### config.mk
export PLATFORM = sky130hd
export DESIGN_NAME = mdio_irq_status
export DESIGN_NICKNAME = d
export VERILOG_FILES = /design/src/rtl/mdio_irq_pkg.sv /design/src/rtl/mdio_sticky_bits.sv /design/src/rtl/mdio_link_watch.sv /design/src/rtl/mdio_go_fall.sv /design/src/rtl/mdio_irq_status.sv
export SDC_FILE = /design/constraint.sdc
export NUM_CORES = 1
export LEC_CHECK = 0
export ABC_CLOCK_PERIOD_IN_PS = 1100
export BUFFER_PORTS_ARGS = -buffer_cell sky130_fd_sc_hd__buf_2
export CORE_MARGIN = 5
export CORE_UTILIZATION = 30
export DETAILED_ROUTE_END_ITERATION = 6
export HOLD_SLACK_MARGIN = 0.1
export PLACE_DENSITY_LB_ADDON = 0.2
export SYNTH_ARGS = -nofsm -noshare
export SYNTH_HDL_FRONTEND = slang
export SYNTH_HIERARCHICAL = 1
export SYNTH_SLANG_ARGS = --single-unit
### constraint.sdc
create_clock -name clk -period 1.1 [get_ports clk]
set_clock_uncertainty 0.15 [all_clocks]
set_input_delay 0.055 -clock clk [delete_from_list [all_inputs] [get_ports clk]]
set_output_delay 0.055 -clock clk [all_outputs]
set_load 0.01 [all_outputs]
### src/rtl/mdio_irq_pkg.sv
package mdio_irq_pkg;
  // Width of an index into n items (at least one bit).
  function automatic int addr_bits(input int n);
    return (n > 1) ? $clog2(n) : 1;
  endfunction
endpackage

### src/rtl/mdio_sticky_bits.sv
// Flag register: ones on set_i raise bits, ones on clr_i drop them; set wins.
module mdio_sticky_bits #(
  parameter int W = 2
) (
  input  logic         clk,
  input  logic         rst_n,
  input  logic [W-1:0] set_i,
  input  logic [W-1:0] clr_i,
  output logic [W-1:0] q_o
);
  logic [W-1:0] q_r;
  logic [W-1:0] q_d;
  logic         upd;

  always_comb begin
    upd = |(set_i | clr_i);
    q_d = (q_r & ~clr_i) | set_i;
  end

  always_ff @(posedge clk or negedge rst_n) begin
    if (!rst_n)   q_r <= '0;
    else if (upd) q_r <= q_d;
  end

  assign q_o = q_r;
endmodule

### src/rtl/mdio_link_watch.sv
// One monitor slot: PHY index, enable, and previous link sample.
module mdio_link_watch #(
  parameter int NUM_PHY = 32,
  parameter int PAW     = 5
) (
  input  logic               clk,
  input  logic               rst_n,
  input  logic [NUM_PHY-1:0] link_i,
  input  logic               primed_i,
  input  logic               wr_i,
  input  logic [PAW-1:0]     wr_phy_i,
  input  logic               wr_ie_i,
  output logic [PAW-1:0]     phy_o,
  output logic               ie_o,
  output logic               chg_o,
  output logic               evt_o
);
  logic [PAW-1:0] phy_r;
  logic           ie_r;
  logic           prev_r;
  logic           prev_d;
  logic           cur;
  logic           load;

  always_comb begin
    cur    = link_i[phy_r];
    load   = wr_i | ~primed_i;
    chg_o  = ~load & (cur ^ prev_r);
    evt_o  = chg_o & ie_r;
    prev_d = wr_i ? link_i[wr_phy_i] : cur;
  end

  always_ff @(posedge clk or negedge rst_n) begin
    if (!rst_n) begin
      phy_r <= '0;
      ie_r  <= 1'b0;
    end else if (wr_i) begin
      phy_r <= wr_phy_i;
      ie_r  <= wr_ie_i;
    end
  end

  always_ff @(posedge clk or negedge rst_n) begin
    if (!rst_n) prev_r <= 1'b0;
    else        prev_r <= prev_d;
  end

  assign phy_o = phy_r;
  assign ie_o  = ie_r;
endmodule

### src/rtl/mdio_go_fall.sv
// Falling-edge detector on the per-channel busy flags.
module mdio_go_fall #(
  parameter int W = 2
) (
  input  logic         clk,
  input  logic         rst_n,
  input  logic [W-1:0] go_i,
  output logic [W-1:0] fall_o
);
  logic [W-1:0] go_r;

  always_ff @(posedge clk or negedge rst_n) begin
    if (!rst_n) go_r <= '0;
    else        go_r <= go_i;
  end

  assign fall_o = go_r & ~go_i;
endmodule

### src/rtl/mdio_irq_status.sv
module mdio_irq_status
  import mdio_irq_pkg::*;
#(
  parameter  int NUM_SEL = 2,
  parameter  int NUM_CH  = 2,
  parameter  int NUM_PHY = 32,
  localparam int PAW     = addr_bits(NUM_PHY)
) (
  input  logic                   clk,
  input  logic                   rst_n,
  input  logic [NUM_PHY-1:0]     link_state_i,
  input  logic [NUM_SEL-1:0]     sel_wr_i,
  input  logic [PAW-1:0]         sel_phy_i,
  input  logic                   sel_ie_i,
  input  logic                   link_clr_wr_i,
  input  logic [NUM_SEL-1:0]     link_clr_data_i,
  input  logic [NUM_CH-1:0]      go_i,
  input  logic                   mask_set_wr_i,
  input  logic                   mask_clr_wr_i,
  input  logic [NUM_CH-1:0]      mask_data_i,
  input  logic                   done_clr_wr_i,
  input  logic [NUM_CH-1:0]      done_clr_data_i,
  output logic [NUM_SEL*PAW-1:0] sel_phy_o,
  output logic [NUM_SEL-1:0]     sel_ie_o,
  output logic [NUM_SEL-1:0]     link_raw_o,
  output logic [NUM_SEL-1:0]     link_masked_o,
  output logic [NUM_CH-1:0]      done_raw_o,
  output logic [NUM_CH-1:0]      done_mask_o,
  output logic [NUM_CH-1:0]      done_masked_o,
  output logic                   link_irq_o,
  output logic                   done_irq_o
);
  // Reset: asserted asynchronously, released after two clocks.
  logic [1:0] rst_sync_r;
  logic       rst_sync_n;

  always_ff @(posedge clk or negedge rst_n) begin
    if (!rst_n) rst_sync_r <= 2'b00;
    else        rst_sync_r <= {rst_sync_r[0], 1'b1};
  end
  assign rst_sync_n = rst_sync_r[1];

  // First active cycle after reset only primes the link samples.
  logic primed_r;
  always_ff @(posedge clk or negedge rst_sync_n) begin
    if (!rst_sync_n) primed_r <= 1'b0;
    else             primed_r <= 1'b1;
  end

  // Link change path
  logic [NUM_SEL-1:0] link_chg;
  logic [NUM_SEL-1:0] link_evt;
  logic [NUM_SEL-1:0] link_clr;
  logic [PAW-1:0]     slot_phy [NUM_SEL];

  for (genvar s = 0; s < NUM_SEL; s++) begin : g_slot
    mdio_link_watch #(
      .NUM_PHY (NUM_PHY),
      .PAW     (PAW)
    ) u_watch (
      .clk      (clk),
      .rst_n    (rst_sync_n),
      .link_i   (link_state_i),
      .primed_i (primed_r),
      .wr_i     (sel_wr_i[s]),
      .wr_phy_i (sel_phy_i),
      .wr_ie_i  (sel_ie_i),
      .phy_o    (slot_phy[s]),
      .ie_o     (sel_ie_o[s]),
      .chg_o    (link_chg[s]),
      .evt_o    (link_evt[s])
    );
    assign sel_phy_o[s*PAW +: PAW] = slot_phy[s];
  end

  assign link_clr = link_clr_wr_i ? link_clr_data_i : '0;

  mdio_sticky_bits #(.W(NUM_SEL)) u_link_raw (
    .clk   (clk),
    .rst_n (rst_sync_n),
    .set_i (link_chg),
    .clr_i (link_clr),
    .q_o   (link_raw_o)
  );

  mdio_sticky_bits #(.W(NUM_SEL)) u_link_pend (
    .clk   (clk),
    .rst_n (rst_sync_n),
    .set_i (link_evt),
    .clr_i (link_clr),
    .q_o   (link_masked_o)
  );

  // Access completion path
  logic [NUM_CH-1:0] go_fall;
  logic [NUM_CH-1:0] done_clr;

  mdio_go_fall #(.W(NUM_CH)) u_go_fall (
    .clk    (clk),
    .rst_n  (rst_sync_n),
    .go_i   (go_i),
    .fall_o (go_fall)
  );

  assign done_clr = done_clr_wr_i ? done_clr_data_i : '0;

  mdio_sticky_bits #(.W(NUM_CH)) u_done_raw (
    .clk   (clk),
    .rst_n (rst_sync_n),
    .set_i (go_fall),
    .clr_i (done_clr),
    .q_o   (done_raw_o)
  );

  // Mask register, set strobe wins over clear strobe
  logic [NUM_CH-1:0] mask_r;
  logic [NUM_CH-1:0] mask_d;
  logic              mask_en;

  always_comb begin
    mask_en = mask_set_wr_i | mask_clr_wr_i;
    mask_d  = mask_r;
    if (mask_clr_wr_i) mask_d = mask_d & ~mask_data_i;
    if (mask_set_wr_i) mask_d = mask_d | mask_data_i;
  end

  always_ff @(posedge clk or negedge rst_sync_n) begin
    if (!rst_sync_n)  mask_r <= '0;
    else if (mask_en) mask_r <= mask_d;
  end

  assign done_mask_o   = mask_r;
  assign done_masked_o = done_raw_o & mask_r;
  assign link_irq_o    = |link_masked_o;
  assign done_irq_o    = |done_masked_o;
endmodule

* Yosys cells after proc, flatten, opt, wreduce, memory -nomap -nowiden
Cells that the tools add are included.
** Operators by class
- Order comparisons :: 3
- Mux-type cells :: 12
- Bitwise logic cells :: 29
- Reductions and logical operators :: 5
** Operators with widths (count)
- 5-bit by 6-bit < comparator with 1-bit output, second input constant :: 3
- 1-bit binary-select mux with 5-bit select :: 3
- 2-bit bitwise OR :: 7
- 2-bit AND :: 6
- 2-bit OR reduction :: 5
- 2-bit 2-to-1 mux :: 4
- 2-bit inverter :: 4
- 1-bit 2-to-1 mux :: 5
- 1-bit AND :: 4
- 1-bit inverter :: 3
- 1-bit bitwise OR :: 3
- 1-bit bitwise XOR :: 2
** Word-level totals
- Register bits after elaboration :: 27
- Input port bits :: 54
- Output and inout bits :: 24
- Logic and storage cells :: 62

* Logic depth before layout (Yosys ltp)
- Depth in word-level cells :: 7
- Mapped depth :: 9
- Depth with buffers taken out :: 7

* Hierarchy
The synthesis kept the hierarchy.
** By module, submodules not included
- mdio_link_watch :: times used 2, cells an instance 90, area an instance 912.1 um^2, sequential area each 175.2 um^2
- mdio_sticky_bits :: times used 3, cells an instance 6, area an instance 72.6 um^2, sequential area each 50.0 um^2
- mdio_irq_status :: times used 1, cells an instance 18, area an instance 207.7 um^2, sequential area each 125.1 um^2
- mdio_go_fall :: times used 1, cells an instance 4, area an instance 77.6 um^2, sequential area each 50.0 um^2

* Worst setup path after synthesis
OpenSTA, ideal clock, no wires.
- Path kind :: flip-flop to flip-flop
- From :: reg g_slot[0].u_watch.phy_r[1]
- To :: reg u_link_pend.q_r[0] (netlist: u_link_pend/q_o[0])
- Library setup time :: 0.064 ns
- Arrival :: 1.696 ns
- Required time :: 0.886 ns
- Setup slack :: -0.810 ns
- Stages on the path, launching flop included :: 10
- Path buffers :: 2
- Clock period less this slack :: 1.910 ns
- Cells stage by stage :: dfrtp_1 -> buf_6 -> buf_6 -> mux2i_1 -> a22oi_1 -> nand3_1 -> nand2_1 -> or3_1 -> a21boi_1 -> a21o_1
** Between the ends
- Longest elaborated chain between the ends :: 7
- Elaborated cells on any way between the ends :: 8
- Classes of those cells :: mux: 2; bitwise: 5; reduce/logical: 1
** Ends and longest elaborated chain
- start, declared :: RTL line mdio_link_watch.sv:18 : logic [PAW-1:0] phy_r;
- start signal, assigned :: RTL line mdio_link_watch.sv:38 : phy_r <= wr_phy_i;
- 1-bit binary-select mux with 5-bit select * :: RTL line mdio_link_watch.sv:26 : cur = link_i[phy_r];
- 1-bit 2-to-1 mux (implied by the code) * :: RTL line mdio_link_watch.sv:26
- 1-bit bitwise XOR * :: RTL line mdio_link_watch.sv:28 : chg_o = ~load & (cur ^ prev_r);
- 1-bit AND * :: RTL line mdio_link_watch.sv:28
- 1-bit AND * :: RTL line mdio_link_watch.sv:29 : evt_o = chg_o & ie_r;
- via link_evt[0] :: RTL line mdio_irq_status.sv:52 : logic [NUM_SEL-1:0] link_evt;
- 2-bit bitwise OR :: RTL line mdio_sticky_bits.sv:16 : upd = |(set_i | clr_i);
- 2-bit OR reduction :: RTL line mdio_sticky_bits.sv:16
- end signal, assigned :: RTL line mdio_sticky_bits.sv:22 : else if (upd) q_r <= q_d;
- end, declared :: RTL line mdio_sticky_bits.sv:11 : logic [W-1:0] q_r;
Mark *: on every way through the listed nets, which the timed path passes. The rest lies on a longest branch. The select of a mux whose other input is x is not followed.
A chain may end at the register's enable or synchronous reset.

* Final worst setup path
Ends and elaborated chain as after synthesis.

==> metrics.yaml <==
wl_per_cell_um: 16.89
critPathTopFamily: "simple AND/OR/NAND/NOR gates"
htreeDepth: 1
dp_hpwl_mm: 5.909
start_kind: "flip-flop"
crit_required_ns: 1.17
synth_warnings: 6
critPathMaxStageDelay_ns: 0.42
post-route-min-period_ns: 1.992
tritoncts: "built"
combinationalPowerShare_pct: 51.5
postSynthCellCount: 220
synth_edf_count: 0
gp_congestion: 0.8749
drc_errors: 0
core_mm2: 0.007647
clockRootBuffer: "clkbuf_8"
p_int_mw: 2.504
rsz0062_at_grt: "yes"
drt_wl_total_mm: 7.835
synthMuxAreaShare_pct: 37.85
start_util_pct: 30.43
cp_num_buf_inv: 1
status: "complete, but fails checks"
critical_path_class: "flip-flop to flip-flop"
p_switching_mw: 1.241
die_h_um: 98.08
nets: 417
yosysUniqueCellTypes: 38
grt_pass1_vias: 2487
synth-seq-cells: 27
fmax_mhz: 502.0
p_clk_share_pct: 15.2
setup_viol: 28
areaGrowthSynthToFinish_pct: 65.05
firstDrtPassIters: 4
synth_area_per_cell_um2: 10.58
grt_use_total_pct: 15.90
synth_top_family_by_area: "multiplexers"
swShare_pct: 33.14
critPathArrivalTime_ns: 2.06
violations: "negative setup slack"
dr.first_iter.drc_count: 83
vias: 2298
synth_area_mm2: 0.002327
ir_drop_mv: 0.6556
finalHoldViolCount: 0
grt_max_degree: 16
power.density_mw_per_mm2: 975.1
dp_slack_ns: -0.9094
layout_setup_ws_ns: -0.8920
ys.flop_type: "dfrtp_1"
cts-buffers-inserted: 3
synth-simple-area-share_pct: 14.84
synth-compound-area-share_pct: 12.53
cp_max_fo: 9
grt_overflow: 0
slowest_stage: "dfrtp_2"
path_cells: "buf_12, mux2i_1, a22oi_1, nand3_1, nand2_2, or3_1, a21boi_1, a21o_1"
r2r_cells: 8
cts_buffer_depth: 2
worst_setup_path_end_kind: "flip-flop"
synth_adder_area_share_pct: 0
antenna_cells: 0
dieArea_mm2: 0.009619
max_cap_viol_count: 0
die_width_um: 98.08
ant_nets: 0
io_buffers: 77
ys_async_sr_fraction_pct: 100.0
min_path_type: "flip-flop to asynchronous set/reset pin"
drive_gt1_share_pct: 52.21
clkSlewWorstSetupHoldPaths_ns: 0.09
hold-worst-slack_ns: 0.06860
worst-path-stages: 8
clk_latency_ns: 0.27
fin_crit_sh_pct: 181.1
place_area_mm2: 0.003069
io_pins: 78
cts.sinks: 27
synth_xor_xnor_area_share_pct: 0
seqPwrFrac_pct: 33.3
antenna_found_initial: 0
grt_pass1_wl_mm: 12.38
p_leak_nw: 1.811
final_area_mm2: 0.003841
slew_violations: 0
ys_seq_area_share_pct: 29.03
core.rowCount: 32
via_per_inst: 4.953
per-stage QoR:
stage	cells	power [mW]	utilization (%)	TNS, ns
5_1_grt	464	3.949	50.23	-8.451
6_report	464	3.746	50.23	-7.117
4_1_cts	462	3.652	48.51	-6.897
3_5_place_dp	428	2.602	40.13	-4.741
2_1_floorplan	221	2.006	-	-4.161
3_3_place_gp	428	2.592	40.13	-4.683
routing by layer:
metal	vias up	routed length, µm	part of all wire [%]	GRT usage [%]
met5	-	0	0	0
met4	0	140	1.8	4.153
met3	13	462	5.9	3.429
met2	78	3842	49	26.65
met1	1094	3390	43	20.82
li1	1113	-	-	-
logic make-up after synthesis:
| group | after synthesis |
|---|---|
| compound gates | 42 |
| flops | 27 |
| simple gates | 62 |
| mux | 68 |
| other cells | 1 |
| buf+inv | 20 |
cell type report:
cell class / instances / area (µm²)
clock buffers: 3 / 41.29
flip-flops and latches: 27 / 679.4
well taps: 102 / 127.6
repair buffers: 149 / 1261
fillers: 705 / 3806
inverters: 8 / 30.03
clock inverters: 1 / 5.005
multi-input cells: 174 / 1697
power by group through the flow:
| stage | logic [mW] | clock network (mW) | registers [mW] |
|---|---|---|---|
| floorplan | 0.718 | 0 | 1.29 |
| global placement | 1.35 | 0 | 1.24 |
| detailed placement | 1.36 | 0 | 1.24 |
| CTS | 1.82 | 0.592 | 1.24 |
| global route | 2.07 | 0.622 | 1.26 |
| finish | 1.93 | 0.569 | 1.25 |
path summary, 6_finish.rpt:
| path | startpoint | end | slack (ns) |
|---|---|---|---|
| max reg2reg | g_slot[0].u_watch/phy_o[1]$_DFFE_PN0P_ | u_link_pend/q_o[0]$_DFFE_PN0P_ | -0.89 |
| min reg2reg | rst_sync_r[1]$_DFF_PN0_ | g_slot[0].u_watch/phy_o[1]$_DFFE_PN0P_ | 0.07 |
| max | g_slot[0].u_watch/phy_o[1]$_DFFE_PN0P_ | u_link_pend/q_o[0]$_DFFE_PN0P_ | -0.89 |
| max in group asynchronous | rst_n | rst_sync_r[1]$_DFF_PN0_ | 0.20 |
| min in group clk | sel_phy_i[0] | g_slot[0].u_watch/phy_o[0]$_DFFE_PN0P_ | 0.09 |
| min | rst_sync_r[1]$_DFF_PN0_ | g_slot[0].u_watch/phy_o[1]$_DFFE_PN0P_ | 0.07 |
Yosys cell counts (all sizes together), types with 2 or more instances:
cell / n / area share [%]
a31oi: 4 / 1.1
a41oi: 2 / 0.75
buf: 10 / 4.0
a22o: 2 / 0.81
mux2: 16 / 8.1
clkbuf: 2 / 0.32
nand3: 12 / 2.6
o21ai: 2 / 0.43
or2: 2 / 0.54
dfrtp: 27 / 29
or3: 2 / 0.54
a211oi: 2 / 0.64
mux4: 12 / 13
a21oi: 8 / 1.7
a21o: 6 / 1.9
mux2i: 40 / 17
inv: 8 / 1.3
and2: 8 / 2.3
o211ai: 4 / 1.3
nand2: 20 / 3.2
and2b: 2 / 0.64
nand3b: 4 / 1.3
nor3b: 2 / 0.64
nand2b: 4 / 1.1
a21boi: 2 / 0.64
nor2b: 4 / 1.7
a22oi: 8 / 2.6
o31ai: 2 / 0.64
nor2: 2 / 0.32
cells in the final DEF, fill, tap and decap left out, drive strengths merged, types with 3 or more instances in the layout:
cell         count
nor2b            4
buf            131
dlygate4sd3     17
mux4            12
o211ai           4
and2             8
a21oi            8
a21o             6
nand3           12
clkbuf           3
a22oi            8
nand2           20
nand3b           4
mux2            16
nand2b           4
a31oi            4
mux2i           40
inv              8
dfrtp           27
registers in the layout (all words and copies together) (netlist names), named ones only:
register,cells
u_go_fall/go_r,2
u_link_pend/q_o,2
done_mask_o,1
rst_sync_r,2
g_slot.u_watch/prev_r,2
g_slot.u_watch/phy_o,10
g_slot.u_watch/ie_o,2
u_link_raw/q_o,2
primed_r,1
u_done_raw/q_o,2
what timing repair did:
item                                    CTS  global route
endpoints found under the setup margin   24            48
setup buffers                             9             6
hold buffers                             19             0
pin swaps                                 4             9
hold endpoints to repair                 46             0
cloned                                    2             0
gates resized for setup                  61            29
(Power assumes the default switching activity.)
